### src/rtl/sinc3_pkg.sv
package sinc3_pkg;

    // Filter shape
    localparam int ORDER_DEF       = 3;
    localparam int DEC_LOG2_DEF    = 8;
    localparam int OUT_W_DEF       = 16;
    localparam int SYNC_DEF        = 2;
    localparam int SETTLE_DEF      = 3;

    // Derived widths: gain of the filter is (2^DEC_LOG2)^ORDER, one spare bit for the clamp case
    localparam int ACC_W_DEF       = ORDER_DEF * DEC_LOG2_DEF + 1;
    localparam int SHIFT_DEF       = ORDER_DEF * DEC_LOG2_DEF - OUT_W_DEF;

    // One captured modulator bit on the system clock
    typedef struct packed {
        logic strobe;
        logic value;
    } bit_sample_t;

endpackage

### src/rtl/mod_edge_sampler.sv
module mod_edge_sampler
    import sinc3_pkg::*;
#(
    parameter int SYNC_STAGES = SYNC_DEF
) (
    input  logic        clk,
    input  logic        rst,
    input  logic        mod_clk,
    input  logic        mod_bit,
    output bit_sample_t sample
);

    localparam int LAST = SYNC_STAGES;

    // Clock and data run through matching chains, so the bit taken lines up
    // with the last low sample of the clock, just before its rising edge.
    logic [LAST:0] clk_sr;
    logic [LAST:0] bit_sr;

    always_ff @(posedge clk) begin
        if (rst) begin
            clk_sr <= '0;
            bit_sr <= '0;
            sample <= '0;
        end else begin
            clk_sr        <= {clk_sr[LAST-1:0], mod_clk};
            bit_sr        <= {bit_sr[LAST-1:0], mod_bit};
            sample.strobe <= clk_sr[LAST-1] & ~clk_sr[LAST];
            sample.value  <= bit_sr[LAST];
        end
    end

    // one capture per modulator edge, never two in a row
    a_r2_single_capture: assert property (@(posedge clk) disable iff (rst)
        sample.strobe |=> !sample.strobe);

endmodule

### src/rtl/sinc_integrators.sv
module sinc_integrators
    import sinc3_pkg::*;
#(
    parameter int ORDER    = ORDER_DEF,
    parameter int DEC_LOG2 = DEC_LOG2_DEF,
    parameter int ACC_W    = ORDER * DEC_LOG2 + 1
) (
    input  logic             clk,
    input  logic             rst,
    input  bit_sample_t      sample,
    output logic [ACC_W-1:0] acc_out,
    output logic             dec_tick
);

    localparam int DECIM = 1 << DEC_LOG2;

    // Integrator chain, each stage wraps modulo 2^ACC_W
    for (genvar g = 0; g < ORDER; g++) begin : stg
        logic [ACC_W-1:0] acc_q;
        logic [ACC_W-1:0] addend;

        if (g == 0) begin : src
            assign addend = {{(ACC_W-1){1'b0}}, sample.value};
        end else begin : src
            assign addend = stg[g-1].acc_q;
        end

        always_ff @(posedge clk) begin
            if (rst)                acc_q <= '0;
            else if (sample.strobe) acc_q <= acc_q + addend;
        end
    end

    assign acc_out = stg[ORDER-1].acc_q;

    // Bit counter within one decimation group
    logic [DEC_LOG2-1:0] phase_q;

    always_ff @(posedge clk) begin
        if (rst) begin
            phase_q  <= '0;
            dec_tick <= 1'b0;
        end else begin
            dec_tick <= sample.strobe && (phase_q == {DEC_LOG2{1'b1}});
            if (sample.strobe) phase_q <= phase_q + 1'b1;
        end
    end

    // independent gap counter between boundaries
    logic [DEC_LOG2:0] gap_q;

    always_ff @(posedge clk) begin
        if (rst)           gap_q <= '0;
        else if (dec_tick) gap_q <= {{DEC_LOG2{1'b0}}, sample.strobe};
        else               gap_q <= gap_q + {{DEC_LOG2{1'b0}}, sample.strobe};
    end

    a_r3_group_size: assert property (@(posedge clk) disable iff (rst)
        dec_tick |-> (gap_q == (DEC_LOG2+1)'(DECIM)));

endmodule

### src/rtl/sinc_comb_out.sv
module sinc_comb_out
    import sinc3_pkg::*;
#(
    parameter int ORDER  = ORDER_DEF,
    parameter int ACC_W  = ACC_W_DEF,
    parameter int OUT_W  = OUT_W_DEF,
    parameter int SHIFT  = SHIFT_DEF,
    parameter int SETTLE = SETTLE_DEF
) (
    input  logic             clk,
    input  logic             rst,
    input  logic [ACC_W-1:0] acc_in,
    input  logic             dec_tick,
    output logic [OUT_W-1:0] code,
    output logic             code_valid
);

    localparam int SCW = $clog2(SETTLE + 1);

    // Comb chain evaluated at the decimated rate; modular subtraction
    for (genvar g = 0; g < ORDER; g++) begin : stg
        logic [ACC_W-1:0] dly_q;
        logic [ACC_W-1:0] src_v;
        logic [ACC_W-1:0] diff;

        if (g == 0) begin : src
            assign src_v = acc_in;
        end else begin : src
            assign src_v = stg[g-1].diff;
        end

        assign diff = src_v - dly_q;

        always_ff @(posedge clk) begin
            if (rst)           dly_q <= '0;
            else if (dec_tick) dly_q <= src_v;
        end
    end

    // Scale to output width and clamp the single over-range value
    logic [ACC_W-1:0] shifted;
    logic [OUT_W-1:0] clamped;

    always_comb begin
        shifted = stg[ORDER-1].diff >> SHIFT;
        if (|shifted[ACC_W-1:OUT_W]) clamped = {OUT_W{1'b1}};
        else                         clamped = shifted[OUT_W-1:0];
    end

    // Settling: withhold the first SETTLE words after reset
    logic [SCW-1:0] settle_q;

    always_ff @(posedge clk) begin
        if (rst) begin
            settle_q   <= '0;
            code       <= '0;
            code_valid <= 1'b0;
        end else begin
            code_valid <= 1'b0;
            if (dec_tick) begin
                if (settle_q == SCW'(SETTLE)) begin
                    code       <= clamped;
                    code_valid <= 1'b1;
                end else begin
                    settle_q <= settle_q + 1'b1;
                end
            end
        end
    end

    // strobe lasts one cycle
    a_r5_strobe_single: assert property (@(posedge clk) disable iff (rst)
        code_valid |=> !code_valid);

    // word only moves together with the strobe
    a_r6_code_hold: assert property (@(posedge clk) disable iff (rst)
        !code_valid |-> $stable(code));

    // boundaries seen since reset, counted apart from the settle logic
    logic [SCW:0] ticks_q;

    always_ff @(posedge clk) begin
        if (rst)
            ticks_q <= '0;
        else if (dec_tick && ticks_q <= (SCW+1)'(SETTLE))
            ticks_q <= ticks_q + 1'b1;
    end

    a_r4_no_early_word: assert property (@(posedge clk) disable iff (rst)
        code_valid |-> (ticks_q > (SCW+1)'(SETTLE)));

endmodule

### src/rtl/sinc3_decimator.sv
module sinc3_decimator
    import sinc3_pkg::*;
#(
    parameter int ORDER       = ORDER_DEF,
    parameter int DEC_LOG2    = DEC_LOG2_DEF,
    parameter int OUT_W       = OUT_W_DEF,
    parameter int SYNC_STAGES = SYNC_DEF,
    parameter int SETTLE      = SETTLE_DEF
) (
    input  logic             clk,
    input  logic             rst,
    input  logic             mod_clk,
    input  logic             mod_bit,
    output logic [OUT_W-1:0] code,
    output logic             code_valid
);

    localparam int ACC_W = ORDER * DEC_LOG2 + 1;
    localparam int SHIFT = ORDER * DEC_LOG2 - OUT_W;

    bit_sample_t      sample;
    logic [ACC_W-1:0] acc;
    logic             dec_tick;

    mod_edge_sampler #(
        .SYNC_STAGES (SYNC_STAGES)
    ) u_sampler (
        .clk     (clk),
        .rst     (rst),
        .mod_clk (mod_clk),
        .mod_bit (mod_bit),
        .sample  (sample)
    );

    sinc_integrators #(
        .ORDER    (ORDER),
        .DEC_LOG2 (DEC_LOG2),
        .ACC_W    (ACC_W)
    ) u_integ (
        .clk      (clk),
        .rst      (rst),
        .sample   (sample),
        .acc_out  (acc),
        .dec_tick (dec_tick)
    );

    sinc_comb_out #(
        .ORDER  (ORDER),
        .ACC_W  (ACC_W),
        .OUT_W  (OUT_W),
        .SHIFT  (SHIFT),
        .SETTLE (SETTLE)
    ) u_comb (
        .clk        (clk),
        .rst        (rst),
        .acc_in     (acc),
        .dec_tick   (dec_tick),
        .code       (code),
        .code_valid (code_valid)
    );

endmodule

### config.mk
export PLATFORM = sky130hd
export DESIGN_NAME = sinc3_decimator
export DESIGN_NICKNAME = d
export VERILOG_FILES = /design/src/rtl/sinc3_pkg.sv /design/src/rtl/mod_edge_sampler.sv /design/src/rtl/sinc_integrators.sv /design/src/rtl/sinc_comb_out.sv /design/src/rtl/sinc3_decimator.sv
export SDC_FILE = /design/constraint.sdc
export NUM_CORES = 1
export LEC_CHECK = 0
export ABC_AREA = 0
export BUFFER_PORTS_ARGS = -buffer_cell sky130_fd_sc_hd__buf_2
export CAP_MARGIN = 10
export CORE_UTILIZATION = 64
export DETAILED_ROUTE_END_ITERATION = 10
export PLACE_DENSITY_LB_ADDON = 0.1
export SETUP_SLACK_MARGIN = 0.1
export SKIP_CTS_REPAIR_TIMING = 1
export SLEW_MARGIN = 20
export SYNTH_ARGS = -nofsm -noshare
export SYNTH_HDL_FRONTEND = slang
export SYNTH_HIERARCHICAL = 1
export SYNTH_SLANG_ARGS = --single-unit
### constraint.sdc
create_clock -name clk -period 8.5 [get_ports clk]
set_input_delay 0.85 -clock clk [delete_from_list [all_inputs] [get_ports clk]]
set_output_delay 0.85 -clock clk [all_outputs]
set_load 0.03 [all_outputs]
==> impl_metrics.xml <==
<?xml version="1.0" encoding="UTF-8"?>
<metrics>
  <group name="global_routing">
    <metric name="global_route.overflow_total" unit="">0</metric>
    <metric name="grt_max_degree" unit="">63</metric>
    <metric name="global_route.usage.total" unit="%">25.9</metric>
    <metric name="first_global_vias" unit="">9653</metric>
    <metric name="grt_antenna_before_repair" unit="">0</metric>
    <metric name="grt_pass1_wl" unit="um">42900</metric>
  </group>
  <group name="detailed_routing">
    <metric name="detail_route.iter0.violations" unit="">388</metric>
    <metric name="wl_per_instance" unit="um">14.3</metric>
    <metric name="drc" unit="">0</metric>
    <metric name="drt.antenna.violating_nets" unit="">0</metric>
    <metric name="detail_route.vias_per_cell" unit="">5.81</metric>
    <metric name="drt-total-wl" unit="um">25000</metric>
    <metric name="via_count" unit="">10200</metric>
    <metric name="drt_pre_antenna_iters" unit="">5</metric>
  </group>
  <group name="clock_tree">
    <metric name="clkSinkCount" unit="">186</metric>
    <metric name="tritoncts" unit="">yes</metric>
    <metric name="clock_insertion_delay_worst_skew" unit="ns">0.45</metric>
    <metric name="numCtsBuffers" unit="">17</metric>
    <metric name="clk_root_buffer_cell" unit="">sky130_fd_sc_hd__clkbuf_16</metric>
    <metric name="cts.reportedPaths.clkPinSlew" unit="ns">0.08</metric>
    <metric name="number_of_buffers_between_clock_root_and_the_deepest_sink" unit="">2</metric>
    <metric name="h-tree-depth" unit="">4</metric>
  </group>
  <group name="setup_path">
    <metric name="critical_path_required" unit="ns">8.89</metric>
    <metric name="critPathLaunchType" unit="">flop</metric>
    <metric name="critical_path_class" unit="">reg2reg</metric>
    <metric name="max_stage_delay" unit="ns">0.49</metric>
    <metric name="critical-path-slowest-cell" unit="">sky130_fd_sc_hd__xnor3_2</metric>
    <metric name="timing.rr.end" unit="">u_comb/code[5]$_SDFFE_PP0P_</metric>
    <metric name="setup.worst_path.end_class" unit="">flop</metric>
    <metric name="timing.critical_path.arrival" unit="ns">7.26</metric>
    <metric name="reg2reg_setup_slack" unit="ns">1.63</metric>
    <metric name="crit-reg2reg-launch" unit="">u_integ/acc_out[0]$_SDFFE_PP0P_</metric>
    <metric name="ff2ff_path_depth" unit="">30</metric>
    <metric name="timing.critical_path.fanout_max" unit="">12</metric>
  </group>
  <group name="yosys">
    <metric name="yosys-top-cells-area" unit="">sky130_fd_sc_hd__dfxtp_1, sky130_fd_sc_hd__ha_1, sky130_fd_sc_hd__mux2i_1, sky130_fd_sc_hd__nor2_1, sky130_fd_sc_hd__xnor2_1</metric>
    <metric name="postSynthNetCount" unit="">1619</metric>
    <metric name="synth_enable_flop_cells" unit="">0</metric>
    <metric name="synthesis.instances" unit="">1488</metric>
    <metric name="netlist.area_leader.share" unit="%">29.9</metric>
    <metric name="ys.flop_type" unit="">sky130_fd_sc_hd__dfxtp_1</metric>
    <metric name="synthDominantAreaCellType" unit="">sky130_fd_sc_hd__dfxtp_1</metric>
    <metric name="ys_seq_area_share" unit="%">29.9</metric>
    <metric name="synth-warning-count" unit="">6</metric>
    <metric name="ys_types" unit="">82</metric>
    <metric name="syn_avg_cell_area" unit="um2">8.38</metric>
    <metric name="postSynth.asyncResetShare" unit="%">0</metric>
    <metric name="synth_area" unit="um2">12500</metric>
    <metric name="register_bit_count_reported_by_yosys" unit="">186</metric>
  </group>
  <group name="sta">
    <metric name="final_period_utilization" unit="%">80.9</metric>
    <metric name="grt_setup_unrepaired" unit="">false</metric>
    <metric name="relSlewSlack" unit="%">39.6</metric>
    <metric name="report.final.setup_viol" unit="">0</metric>
    <metric name="finalCriticalPeriod" unit="ns">6.87</metric>
    <metric name="clock-skew-final" unit="ns">0.0133</metric>
    <metric name="worst-slew-pin-transition" unit="ns">0.906</metric>
    <metric name="finalMaxSlewViolations" unit="">0</metric>
    <metric name="timing.final.hold_violations" unit="">0</metric>
    <metric name="max_clock_freq" unit="MHz">145</metric>
    <metric name="setup_tns" unit="ns">0</metric>
  </group>
  <group name="floorplan">
    <metric name="floorplan_core_area" unit="um2">18900</metric>
    <metric name="dieArea" unit="um2">20000</metric>
    <metric name="placementRows" unit="">50</metric>
    <metric name="initial_core_util" unit="%">66.0</metric>
    <metric name="ioPinCount" unit="">21</metric>
    <metric name="floorplan.die.height" unit="um">142</metric>
    <metric name="die_width" unit="um">142</metric>
  </group>
  <group name="final_layout">
    <metric name="finalCoreUtilization" unit="%">70.5</metric>
    <metric name="antenna_cells" unit="">0</metric>
    <metric name="final_layout_size_suffix_gt1_share" unit="%">6.82</metric>
    <metric name="areaGrowthSynthToFinish" unit="%">6.93</metric>
    <metric name="finish.net_count" unit="">1613</metric>
  </group>
  <group name="placed_design">
    <metric name="port-buffer-count" unit="">20</metric>
    <metric name="place.gp.congestion" unit="">0.875</metric>
    <metric name="detailedPlacementHpwl" unit="um">18300</metric>
  </group>
  <group name="hold_path">
    <metric name="holdCritStartpoint" unit="">u_sampler/clk_sr[2]$_SDFF_PP0_</metric>
    <metric name="min_delay_worst_endpoint" unit="">u_sampler/sample[1]$_SDFF_PP0_</metric>
    <metric name="min_delay_path_depth" unit="">1</metric>
    <metric name="min_delay_worst_type" unit="">reg2reg</metric>
  </group>
  <group name="power">
    <metric name="cellLeakagePower" unit="nW">5.33</metric>
    <metric name="ir_drop" unit="uV">150</metric>
    <metric name="cellPowerDensity" unit="nW/um2">161</metric>
  </group>
  <group name="outcome">
    <metric name="status" unit="">complete, no violations</metric>
  </group>
  <group name="run">
    <metric name="max-cap-violations" unit="">0</metric>
  </group>
</metrics>
-- stage by stage --
step	setup slack, ns	instances	cell area, um2	total power, mW	hold WS [ns]
2_1_floorplan	2.39	1488	12500	1.30	0.387
3_3_place_gp	1.88	1723	12700	1.38	0.385
3_5_place_dp	1.75	1723	12700	1.38	0.397
4_1_cts	1.63	1755	13300	2.17	0.407
5_1_grt	1.17	1755	13300	2.26	0.420
6_report	1.63	1755	13300	2.15	0.402
-- final cells by class --
class	count	area, um2
timing repair buffer	27	155
clock buffer	17	425
clock inverter	15	166
inverter	101	379
multi-input combinational	1149	8150
fill	1612	5570
sequential	186	3730
tap	260	325
-- how the worst max path moves through the flow --
| stage | to | cells past startpoint | slack [ns] | startpoint |
|---|---|---|---|---|
| final | u_comb/code[5]$_SDFFE_PP0P_ | 30 | 1.63 | u_integ/acc_out[0]$_SDFFE_PP0P_ |
| after global routing | u_comb/code[14]$_SDFFE_PP0P_ | 30 | 1.17 | u_integ/acc_out[0]$_SDFFE_PP0P_ |
| after CTS | u_comb/code[7]$_SDFFE_PP0P_ | 30 | 1.63 | u_integ/acc_out[0]$_SDFFE_PP0P_ |
| after detailed placement | u_comb/code[5]$_SDFFE_PP0P_ | 30 | 1.75 | u_integ/acc_out[0]$_SDFFE_PP0P_ |
| after global placement | u_comb/code[14]$_SDFFE_PP0P_ | 30 | 1.88 | u_integ/acc_out[0]$_SDFFE_PP0P_ |
| after floorplan | u_comb/code[2]$_SDFFE_PP0P_ | 31 | 2.39 | u_integ/acc_out[0]$_SDFFE_PP0P_ |
-- cell families after synthesis --
kind of cell	Yosys count	synth area share, %
compound gates	365	20.2
fa+ha+maj	127	13.0
mux	88	7.10
buf+inv	153	4.76
flops	186	29.9
xor+xnor	110	7.91
simple gates	459	17.2
-- cells in the mapped netlist (all sizes together), types with 22 or more instances --
library cell	n
ha	123
nand3	22
dfxtp	186
inv	101
o21ai	67
clkbuf	35
a21o	39
a21oi	93
nor2	189
nor3	27
xor2	41
a211oi	25
nand2	103
xnor2	68
mux2i	85
nor2b	24
-- layout by cell type (no fill, tap or decap), drive strengths merged, types with 21 or more instances in the layout --
master / instances
nor3: 27
inv: 111
xnor2: 68
ha: 123
or3: 21
dfxtp: 186
nand3: 22
nor2: 189
mux2i: 85
a21o: 39
nand2: 103
xor2: 41
nor2b: 24
a211oi: 25
nand4: 21
buf: 27
o21ai: 67
a21oi: 93
-- power breakdown --
group | total, mW | switching (mW) | internal [mW]
combinational | 0.492 | 0.268 | 0.224
sequential | 0.874 | 0.00137 | 0.872
clock | 0.784 | 0.387 | 0.397
total | 2.15 | 0.656 | 1.49
-- flip-flops by register name, indices dropped and copies added (netlist names) --
name               flops
u_integ/dec_tick       1
u_sampler/sample       2
u_comb/settle_q        2
u_integ/stg.acc_q     50
u_sampler/bit_sr       3
u_sampler/clk_sr       3
u_comb/code           16
u_integ/phase_q        8
u_integ/acc_out       25
u_comb/stg.dly_q      75
u_comb/code_valid      1
-- worst max-delay path: cells and delay by family (launching register included) --
| kind | cells | cell delay (ns) |
|---|---|---|
| compound gates | 16 | 3.22 |
| xor+xnor | 4 | 0.98 |
| fa+ha+maj | 4 | 1.20 |
| buf+inv | 2 | 0.12 |
| flops | 1 | 0.34 |
| simple gates | 4 | 0.93 |
-- metal layers --
| metal | routed length [um] | global-route usage (%) | vias up |
|---|---|---|---|
| li1 | - | - | 5307 |
| met1 | 11700 | 31.6 | 4700 |
| met2 | 12300 | 46.6 | 161 |
| met3 | 676 | 3.81 | 35 |
| met4 | 404 | 8.55 | 0 |
| met5 | 0 | 0 | - |
(Power assumes the default switching activity.)
